[src/rtl/slotchk_pkg.sv]
package slotchk_pkg;
    localparam int SLOT_W      = 20;
    localparam int TAG_W       = 16;
    localparam int SMP_W       = 16;
    localparam int ADDR_W      = 7;
    localparam int REQ_W       = 10;
    localparam int NSLOT       = 13;
    localparam int IDX_W       = $clog2(NSLOT);
    localparam int VMASK_W     = NSLOT - 1;
    localparam int FIRST_AUDIO = 3;
    localparam int AUD_LSB     = SLOT_W - SMP_W;

    typedef enum logic {DIR_OUT = 1'b0, DIR_IN = 1'b1} dir_e;

    typedef struct packed {
        logic               rdy;
        logic [VMASK_W-1:0] vmask;
        logic               rsv;
        logic [1:0]         id;
    } tag_t;

    typedef struct packed {
        logic              rd;
        logic [ADDR_W-1:0] addr;
        logic [REQ_W-1:0]  req;
        logic              rsv_err;
        logic              odd_err;
    } cmd_t;

    typedef struct packed {
        logic [SMP_W-1:0] data;
        logic             rsv_err;
    } dat_t;

    function automatic cmd_t chk_addr(logic [SLOT_W-1:0] w, dir_e d);
        cmd_t r;
        r = '0;
        r.addr    = w[18:12];
        r.odd_err = w[12];
        if (d == DIR_OUT) begin
            r.rd      = w[19];
            r.rsv_err = |w[11:0];
        end else begin
            r.req     = w[11:2];
            r.rsv_err = w[19] | (|w[1:0]);
        end
        return r;
    endfunction

    function automatic dat_t chk_data(logic [SLOT_W-1:0] w);
        dat_t r;
        r.data    = w[SLOT_W-1:AUD_LSB];
        r.rsv_err = |w[AUD_LSB-1:0];
        return r;
    endfunction

    function automatic logic slot_enabled(logic [VMASK_W-1:0] m, logic [IDX_W-1:0] idx);
        logic r;
        r = 1'b0;
        for (int k = 1; k <= VMASK_W; k++)
            if (idx == IDX_W'(k)) r = m[VMASK_W-k];
        return r;
    endfunction
endpackage

[src/rtl/slotchk_mask.sv]
module slotchk_mask
    import slotchk_pkg::*;
(
    input  logic               clk,
    input  logic               rst,
    input  logic               frame_start,
    input  logic               tag_load,
    input  logic [VMASK_W-1:0] tag_vmask,
    output logic [VMASK_W-1:0] eff_mask,
    output logic [VMASK_W-1:0] mask_q
);
    assign eff_mask = frame_start ? '0 : mask_q;

    always_ff @(posedge clk) begin
        if (rst)              mask_q <= '0;
        else if (tag_load)    mask_q <= tag_vmask;
        else if (frame_start) mask_q <= '0;
    end

    assert_clear_R4: assert property (@(posedge clk) disable iff (rst)
        (frame_start && !tag_load) |=> (mask_q == '0));

    assert_load_R2: assert property (@(posedge clk) disable iff (rst)
        tag_load |=> (mask_q == $past(tag_vmask)));
endmodule

[src/rtl/slotchk_cmd.sv]
module slotchk_cmd
    import slotchk_pkg::*;
(
    input  logic [SLOT_W-1:0] word,
    input  dir_e              dir,
    output cmd_t              cmd,
    output dat_t              dat
);
    always_comb begin
        cmd = chk_addr(word, dir);
        dat = chk_data(word);
    end
endmodule

[src/rtl/slotchk_audio.sv]
module slotchk_audio
    import slotchk_pkg::*;
(
    input  logic               slot_vld,
    input  logic [IDX_W-1:0]   slot_idx,
    input  logic [SMP_W-1:0]   upper,
    input  logic [VMASK_W-1:0] eff_mask,
    output logic               smp_hit,
    output logic [SMP_W-1:0]   smp_data
);
    logic [NSLOT-1:0] hit;

    assign hit[FIRST_AUDIO-1:0] = '0;
    for (genvar k = FIRST_AUDIO; k < NSLOT; k++) begin : g_aud
        assign hit[k] = slot_vld && (slot_idx == IDX_W'(k)) && eff_mask[VMASK_W-k];
    end

    assign smp_hit  = |hit;
    assign smp_data = upper;
endmodule

[src/rtl/slotchk_top.sv]
module slotchk_top
    import slotchk_pkg::*;
(
    input  logic               clk,
    input  logic               rst,
    input  logic               slot_vld,
    input  logic [IDX_W-1:0]   slot_idx,
    input  logic [SLOT_W-1:0]  slot_word,
    input  logic               dir_in,
    input  logic               frame_start,
    output logic               tag_vld,
    output logic               codec_rdy,
    output logic [1:0]         codec_id,
    output logic [VMASK_W-1:0] valid_mask,
    output logic               cmd_vld,
    output logic               cmd_rd,
    output logic [ADDR_W-1:0]  cmd_addr,
    output logic [REQ_W-1:0]   cmd_req,
    output logic               dat_vld,
    output logic [SMP_W-1:0]   dat_word,
    output logic               smp_vld,
    output logic [IDX_W-1:0]   smp_slot,
    output logic [SMP_W-1:0]   smp_data,
    output logic               err_rsv,
    output logic               err_odd,
    output logic [IDX_W-1:0]   err_slot
);
    tag_t               tg;
    logic               is_tag, cmd_hit, dat_hit, smp_hit;
    logic [VMASK_W-1:0] eff_mask;
    cmd_t               cmd;
    dat_t               dat;
    logic [SMP_W-1:0]   smp_c;

    assign tg     = tag_t'(slot_word[TAG_W-1:0]);
    assign is_tag = slot_vld && (slot_idx == '0);

    slotchk_mask u_mask (
        .clk(clk), .rst(rst), .frame_start(frame_start),
        .tag_load(is_tag), .tag_vmask(tg.vmask),
        .eff_mask(eff_mask), .mask_q(valid_mask)
    );

    slotchk_cmd u_cmd (
        .word(slot_word), .dir(dir_e'(dir_in)), .cmd(cmd), .dat(dat)
    );

    slotchk_audio u_aud (
        .slot_vld(slot_vld), .slot_idx(slot_idx),
        .upper(slot_word[SLOT_W-1:AUD_LSB]), .eff_mask(eff_mask),
        .smp_hit(smp_hit), .smp_data(smp_c)
    );

    assign cmd_hit = slot_vld && (slot_idx == IDX_W'(1)) && eff_mask[VMASK_W-1];
    assign dat_hit = slot_vld && (slot_idx == IDX_W'(2)) && eff_mask[VMASK_W-2];

    always_ff @(posedge clk) begin
        if (rst) begin
            tag_vld <= 1'b0; codec_rdy <= 1'b0; codec_id <= '0;
            cmd_vld <= 1'b0; cmd_rd <= 1'b0; cmd_addr <= '0; cmd_req <= '0;
            dat_vld <= 1'b0; dat_word <= '0;
            smp_vld <= 1'b0; smp_slot <= '0; smp_data <= '0;
            err_rsv <= 1'b0; err_odd <= 1'b0; err_slot <= '0;
        end else begin
            tag_vld <= 1'b0; codec_rdy <= 1'b0; codec_id <= '0;
            cmd_vld <= 1'b0; cmd_rd <= 1'b0; cmd_addr <= '0; cmd_req <= '0;
            dat_vld <= 1'b0; dat_word <= '0;
            smp_vld <= 1'b0; smp_slot <= '0; smp_data <= '0;
            err_rsv <= 1'b0; err_odd <= 1'b0; err_slot <= '0;
            if (is_tag) begin
                tag_vld   <= 1'b1;
                codec_rdy <= tg.rdy;
                codec_id  <= tg.id;
                err_rsv   <= tg.rsv;
            end
            if (cmd_hit) begin
                cmd_vld  <= 1'b1;
                cmd_rd   <= cmd.rd;
                cmd_addr <= cmd.addr;
                cmd_req  <= cmd.req;
                err_rsv  <= cmd.rsv_err;
                err_odd  <= cmd.odd_err;
                if (cmd.rsv_err || cmd.odd_err) err_slot <= slot_idx;
            end
            if (dat_hit) begin
                dat_vld  <= 1'b1;
                dat_word <= dat.data;
                err_rsv  <= dat.rsv_err;
                if (dat.rsv_err) err_slot <= slot_idx;
            end
            if (smp_hit) begin
                smp_vld  <= 1'b1;
                smp_slot <= slot_idx;
                smp_data <= smp_c;
            end
        end
    end

    // an error pulse always stems from a word offered one cycle earlier
    assert_err_src_R11: assert property (@(posedge clk) disable iff (rst)
        (err_rsv || err_odd) |-> $past(slot_vld));

    assert_odd_slot_R8: assert property (@(posedge clk) disable iff (rst)
        err_odd |-> (cmd_vld && err_slot == IDX_W'(1)));

    assert_smp_range_R10: assert property (@(posedge clk) disable iff (rst)
        smp_vld |-> (smp_slot >= IDX_W'(FIRST_AUDIO) && smp_slot <= IDX_W'(VMASK_W)));

    assert_skip_R5: assert property (@(posedge clk) disable iff (rst)
        (slot_vld && slot_idx != '0 && !frame_start && !slot_enabled(valid_mask, slot_idx))
        |=> !(cmd_vld || dat_vld || smp_vld || err_rsv || err_odd));

    assert_tag_R2: assert property (@(posedge clk) disable iff (rst)
        is_tag |=> (tag_vld && codec_id == $past(slot_word[1:0])));
endmodule

[config.mk]
export PLATFORM = sky130hd
export DESIGN_NAME = slotchk_top
export DESIGN_NICKNAME = d
export VERILOG_FILES = /design/src/rtl/slotchk_pkg.sv /design/src/rtl/slotchk_mask.sv /design/src/rtl/slotchk_cmd.sv /design/src/rtl/slotchk_audio.sv /design/src/rtl/slotchk_top.sv
export SDC_FILE = /design/constraint.sdc
export NUM_CORES = 1
export LEC_CHECK = 0
export ABC_CLOCK_PERIOD_IN_PS = 1450
export BUFFER_PORTS_ARGS = -buffer_cell sky130_fd_sc_hd__buf_4
export CORE_ASPECT_RATIO = 0.7
export CORE_UTILIZATION = 40
export DETAILED_ROUTE_END_ITERATION = 10
export PLACE_DENSITY = 0.69
export REMOVE_ABC_BUFFERS = 1
export SLEW_MARGIN = 15
export SYNTH_ARGS = -nofsm -noshare
export SYNTH_HDL_FRONTEND = slang
export SYNTH_SLANG_ARGS = --single-unit
[constraint.sdc]
create_clock -name clk -period 1.45 [get_ports clk]
set_input_delay 0.2175 -clock clk [delete_from_list [all_inputs] [get_ports clk]]
set_output_delay 0.2175 -clock clk [all_outputs]
set_load 0.05 [all_outputs]
==> results of run 1 <==
[power by group]
| part | internal, mW | switching, mW | total (mW) | leakage, nW |
|---|---|---|---|---|
| Clock | 0.781 | 0.769 | 1.55 | 0.0911 |
| Combinational | 0.113 | 0.154 | 0.267 | 0.992 |
| Sequential | 2.15 | 0.00406 | 2.15 | 0.629 |
| Total | 3.04 | 0.927 | 3.97 | 1.71 |
[worst paths after layout]
kind	from	to	slack (ns)
worst min-delay path	slot_word[18]	dat_word[14]	0.09
worst min register to register	u_mask.mask_q[8]	u_mask.mask_q[8]	0.51
worst max-delay path	u_mask.mask_q[11]	err_slot[0]	0.07
worst max register to register	u_mask.mask_q[11]	err_slot[0]	0.07
[synth_stat cells (2+ instances only)]
library cell / instances / share of area, %
nor2b_1: 2 / 0.48
a32oi_1: 2 / 0.67
nand2b_1: 3 / 0.72
nand2_1: 34 / 4.9
nand3b_1: 14 / 4.0
nand4bb_1: 3 / 1.3
nor3b_1: 2 / 0.57
mux2i_1: 2 / 0.76
buf_6: 3 / 1.3
a21oi_1: 31 / 5.9
nor2_1: 5 / 0.72
and3_1: 10 / 2.4
clkbuf_1: 12 / 1.7
nor3_2: 2 / 0.76
dfxtp_1: 78 / 60
and2_1: 24 / 5.7
nor4_1: 6 / 1.4
buf_2: 4 / 0.76
a211oi_1: 3 / 0.86
nor3_1: 3 / 0.57
[cells in the final DEF, fill, tap and decap left out, drive strengths merged, types with 3 or more instances in the layout]
| cell type | count |
|---|---|
| clkbuf | 9 |
| dfxtp | 78 |
| and3 | 10 |
| and2 | 24 |
| a211oi | 3 |
| nand3b | 14 |
| clkinv | 3 |
| a21oi | 31 |
| nand2b | 3 |
| nor3 | 6 |
| nand2 | 34 |
| nor4 | 6 |
| nand4bb | 3 |
| nor2 | 6 |
| buf | 129 |
[cell type report]
| cell class | count | area, um2 | share of cell area [%] |
|---|---|---|---|
| Inverter | 1 | 3.75 | 0.0985 |
| Clock buffer | 9 | 124 | 3.25 |
| Tap cell | 78 | 97.6 | 2.56 |
| Clock inverter | 6 | 63.8 | 1.67 |
| Sequential cell | 78 | 1560 | 41.0 |
| Timing Repair Buffer | 129 | 981 | 25.7 |
| Multi-Input combinational cell | 160 | 980 | 25.7 |
[cells by family (layout without fill, tap and decap cells)]
kind of cell           Yosys count  after routing  synth area share (%)
AOI/OAI and AO/OA               41             41                  8.94
buffers and inverters           21            145                  4.21
DFF                             78             78                  59.7
muxes                            2              2                 0.765
other                            1              2                 0.143
and+or+nand+nor                115            115                  26.3
[routing by layer]
layer  vias to the layer above  share of wire (%)  GRT usage [%]
met3                         8                9.3           8.97
met4                         0               0.81           7.46
met1                       996                 47           27.1
met2                       105                 43           29.5
li1                       1109                  -              -
met5                         -                  0              0
[registers in the layout (all words and copies together) (netlist names), 2 cells and up]
| register | cells |
|---|---|
| dat_word | 16 |
| smp_data | 16 |
| u_mask.mask_q | 12 |
| cmd_req | 10 |
| cmd_addr | 7 |
| err_slot | 4 |
| smp_slot | 4 |
| codec_id | 2 |
[per-stage QoR]
step	power [mW]	std cells	hold WS (ns)	setup TNS, ns
after floorplan	2.29	239	0.287	-16.93
after global placement	2.46	445	0.440	-5.14
after detailed placement	2.47	445	0.442	-6.46
after CTS	4.02	460	0.0693	0
after global routing	4.13	461	0.0709	-0.0459
final	3.97	461	0.0871	0
[repair_timing]
| action | 4_1_cts | 5_1_grt |
|---|---|---|
| gates resized for setup | 1 | 2 |
| setup buffers | 0 | 1 |
| pin swaps | 0 | 1 |
| hold endpoints to repair | 0 | 0 |
| endpoints found under the setup margin | 1 | 25 |
==> key figures, run 1 <==
Synth
  – Synth Cell Area: about 2600 um2
  – Register area share after synthesis: just under 60%
  – Synthesized area per cell: ~10 um2
  – Post-Syn Instances: between 200 and 300
  – Post-synth EDFFs: 0
  – Post-synthesis cell type count: 35
  – Main flop type after synthesis: dfxtp_1
  – Synthesized flop and latch total: slightly below 80
  – Asr flop ratio synth: 0%
  – Synth warn: 0

Setup path
  – Worst path top cell family by delay: simple AND/OR/NAND/NOR gates
  – Crit path largest cell delay: 0.41 ns
  – Critical path class: reg -> reg
  – Slowest-stage cell, CP: dfxtp_1
  – Max FO, Critical Path: 4
  – Critical Path Stages: 4
  – R2R cell count: 4
  – CP startpoint kind: register
  – Critical path capture point type: register
  – Worst EP arrival: roughly 1.7 ns
  – CP Cell Sequence: nand4bb_2 -> nor3_2 -> a32oi_1 -> nor3b_1
  – CP Buf/Inv Count: 0
  – CP Data Required Time: approximately 1.7 ns

Global route
  – Vias in the first global route: between 2,000 and 2,500
  – First-pass GRT wire length: approximately 11 mm
  – Antenna violations before repair: 0
  – GRT Total Usage: 20.5%
  – Largest net degree at the start of global routing: 24
  – GRT overflow: 0

Clock tree
  – Htree depth: 3
  – Clock buffer depth: 2
  – CTS tree: built
  – Clk Latency, worst-skew pair: ~0.35 ns
  – Total CTS buffers: 9
  – Clock-pin slew on the worst setup and hold paths: around 0.08 ns
  – CTS hold repair buffers: 0
  – Clk sink count: just under 80
  – CTS root buffer: clkbuf_8

Placement
  – HPWL after detailed placement: approximately 5.0 mm
  – Dpl cell area: between 3000 and 4000 um2
  – GP Congestion: ~0.8
  – I/O Buffers: 107
  – Pre-CTS WS: -0.167 ns

Drt
  – Via density: just under 5
  – Initial DRC Count: a little over 100
  – Routed vias: approximately 2,200
  – 1st-pass router iterations: 4
  – Detail Route Antenna Nets: 0
  – Remaining DRCs: 0
  – WL final: just under 7 mm
  – WL/cell: 15.0 um

Final layout
  – Fillers: 548
  – Area growth syn-to-layout: 45.6%
  – Share of layout cells above drive strength 1: between 40% and 50%
  – Antenna cells: 0
  – Layout Nets: between 400 and 500
  – Fin area: 3810 um2
  – Post-layout util: about three fifths

Power and ir drop
  – Peak VDD IR: around 0.80 mV
  – Cell area power density: approximately 1000 nW/um2
  – Leakage power: around 1.7 nW

Floorplan
  – Ports: around 110
  – Die area: slightly below 7000 um2
  – Row count: 24
  – Die H: about 70 um
  – CORE AREA: about 6300 um2
  – Initial Utilization: between 40% and 50%
  – Die width: 98.7 um

Flow run
  – Maxcap violations: 0

STA
  – Period utilization: between 90% and 100%
  – Setup ws final: 0.0689 ns
  – Max Freq: roughly 720 MHz
  – RSZ-0062 raised after global routing: true
  – Clock Skew: around 0.0075 ns
  – Pins over their slew limit: 0
  – Minimum clock period: about 1.4 ns
  – Final hold vios: 0
  – Setup Viol. Count Final: 0

Min path
  – Hold Path Stages: 2
  – Hold Path Class: in -> reg

Run status
  – Status: completed
Note: power is estimated with default switching activity, not from simulation.
==> run 2: changes to the inputs <==
GPL_ROUTABILITY_DRIVEN = 1   (was unset)
PLACE_DENSITY = 0.74   (was 0.69)
==> key figures, run 2 (same netlist as run 1, synthesis figures left out) <==
Clock tree
  – CTS hold repair buffers: 0
  – CTS root buffer: clkbuf_8
  – Htree depth: 3
  – CTS tree: built
  – Total CTS buffers: 9
  – Clk Latency, worst-skew pair: roughly 0.34 ns
  – Clk sink count: 78
  – Clock-pin slew on the worst setup and hold paths: around 0.080 ns
  – Clock buffer depth: 2

Setup path
  – Crit path largest cell delay: between 0.3 and 0.4 ns
  – CP startpoint kind: register
  – Worst EP arrival: around 1.6 ns
  – Critical path class: reg -> reg
  – R2R Path End: smp_vld
  – Slowest-stage cell, CP: dfxtp_1
  – Max FO, Critical Path: 14
  – CP Buf/Inv Count: 1
  – R2R cell count: 5
  – CP Data Required Time: roughly 1.7 ns
  – Reg2reg setup slack: ~0.09 ns
  – Critical path capture point type: register
  – CP Cell Sequence: nor2b_1 -> a211o_1 -> a32oi_2 -> buf_4 -> a21boi_0
  – RR Startpoint: u_mask.mask_q[9]
  – Worst path top cell family by delay: compound AO/OA/AOI/OAI gates

Drt
  – WL final: roughly 7 mm
  – WL/cell: ~15 um
  – Detail Route Antenna Nets: 0
  – Routed vias: 2,268
  – Remaining DRCs: 0
  – Initial DRC Count: roughly 150
  – 1st-pass router iterations: 4
  – Via density: a little under 5

Global route
  – GRT overflow: 0
  – Antenna violations before repair: 0
  – First-pass GRT wire length: 10.9 mm
  – GRT Total Usage: 21.0%
  – Largest net degree at the start of global routing: 23
  – Vias in the first global route: about 2,100

Floorplan
  – CORE AREA: 6280 um2
  – Die H: between 60 and 70 um
  – Die width: between 90 and 100 um
  – Die area: 6880 um2
  – Initial Utilization: a little over two fifths
  – Row count: 24
  – Ports: roughly 110

STA
  – Max Freq: between 700 and 800 MHz
  – Clock Skew: about 0.0094 ns
  – Minimum clock period: roughly 1.4 ns
  – RSZ-0062 raised after global routing: false
  – Final hold vios: 0
  – Period utilization: between 90 and 100%
  – Least-Margin Pin Slew: between 0.8 and 0.9 ns
  – Relative slew slack: 44.3%
  – Worst Hold Slack: about 0.09 ns
  – Pins over their slew limit: 0
  – Setup Viol. Count Final: 0

Placement
  – I/O Buffers: roughly 110
  – Dpl cells: 445
  – HPWL after detailed placement: around 5 mm
  – GP Congestion: around 0.9

Run status
  – Status: completed

Min path
  – Hold Path Class: in -> reg
  – Worst Hold End: cmd_addr[4]
  – Startpoint of the worst hold path: slot_word[16]
  – Hold Path Stages: 2

Final layout
  – Area growth syn-to-layout: 47.4%
  – Commonest non-fill, non-tap cell in the layout: buf_4
  – Biggest regs: dat_word: 16 flops, smp_data: 16 flops, u_mask.mask_q: 12 flops
  – Most frequent cells in the layout: buf_4, dfxtp_1, nand2_1
  – Fillers: roughly 550
  – Antenna cells: 0
  – Layout Nets: 409
  – Post-layout util: between 60 and 70%
  – Share of layout cells above drive strength 1: between 40% and 50%
  – Final cell count without fillers: between 400 and 500

Power and ir drop
  – Peak VDD IR: around 0.62 mV
  – Cell area power density: ~1100 nW/um2
  – Leakage power: roughly 1.7 nW

Flow run
  – Maxcap violations: 0
==> run 2: how the worst max path moves through the flow <==
stage / start / to / slack, ns / cells past startpoint
3_5_place_dp: slot_idx[3] / smp_data[1] / -0.14 / 7
2_1_floorplan: u_mask.mask_q[0] / smp_vld / -0.75 / 4
6_report: u_mask.mask_q[9] / smp_vld / 0.09 / 5
4_1_cts: u_mask.mask_q[0] / smp_vld / 0.08 / 6
5_1_grt: u_mask.mask_q[1] / smp_slot[2] / 0.02 / 5
3_3_place_gp: slot_idx[3] / smp_data[3] / -0.13 / 7
==> run 2: final cells by class <==
| cell class | instances | area, um2 | share of cell area [%] |
|---|---|---|---|
| timing repair buffer | 130 | 988 | 25.6 |
| inverter | 1 | 3.75 | 0.0973 |
| tap | 78 | 97.6 | 2.53 |
| clock buffer | 10 | 128 | 3.31 |
| multi-input combinational | 160 | 993 | 25.7 |
| clock inverter | 6 | 86.3 | 2.24 |
| sequential | 78 | 1560 | 40.5 |
==> run 2: through the flow <==
step / cell area [um2] / total power, mW / setup TNS [ns] / setup slack [ns]
5_1_grt: 3860 / 4.31 / 0 / 0.0165
6_report: 3860 / 4.16 / 0 / 0.0888
2_1_floorplan: 2510 / 2.29 / -16.93 / -0.751
4_1_cts: 3830 / 4.18 / 0 / 0.0835
3_3_place_gp: 3600 / 2.46 / -3.60 / -0.130
3_5_place_dp: 3600 / 2.46 / -5.03 / -0.142
==> run 2: metal layers <==
metal | GRT usage (%) | up-vias | share of wire [%]
met5 | 0 | - | 0
met4 | 4.48 | 0 | 0
met3 | 8.17 | 0 | 7.5
met2 | 32.3 | 92 | 45
met1 | 28.0 | 1061 | 47
li1 | - | 1115 | -
==> run 2: where the power goes <==
part / internal [mW] / switching, mW / total, mW
Sequential: 2.15 / 0.00441 / 2.15
Combinational: 0.113 / 0.154 / 0.267
Clock: 0.966 / 0.769 / 1.74
==> run 2: timing repair <==
| action | CTS | global route |
|---|---|---|
| buffers inserted | 2 | 0 |
| pin swaps | 1 | 0 |
| endpoints found under the setup margin | 6 | 11 |
| gates resized for setup | 0 | 3 |
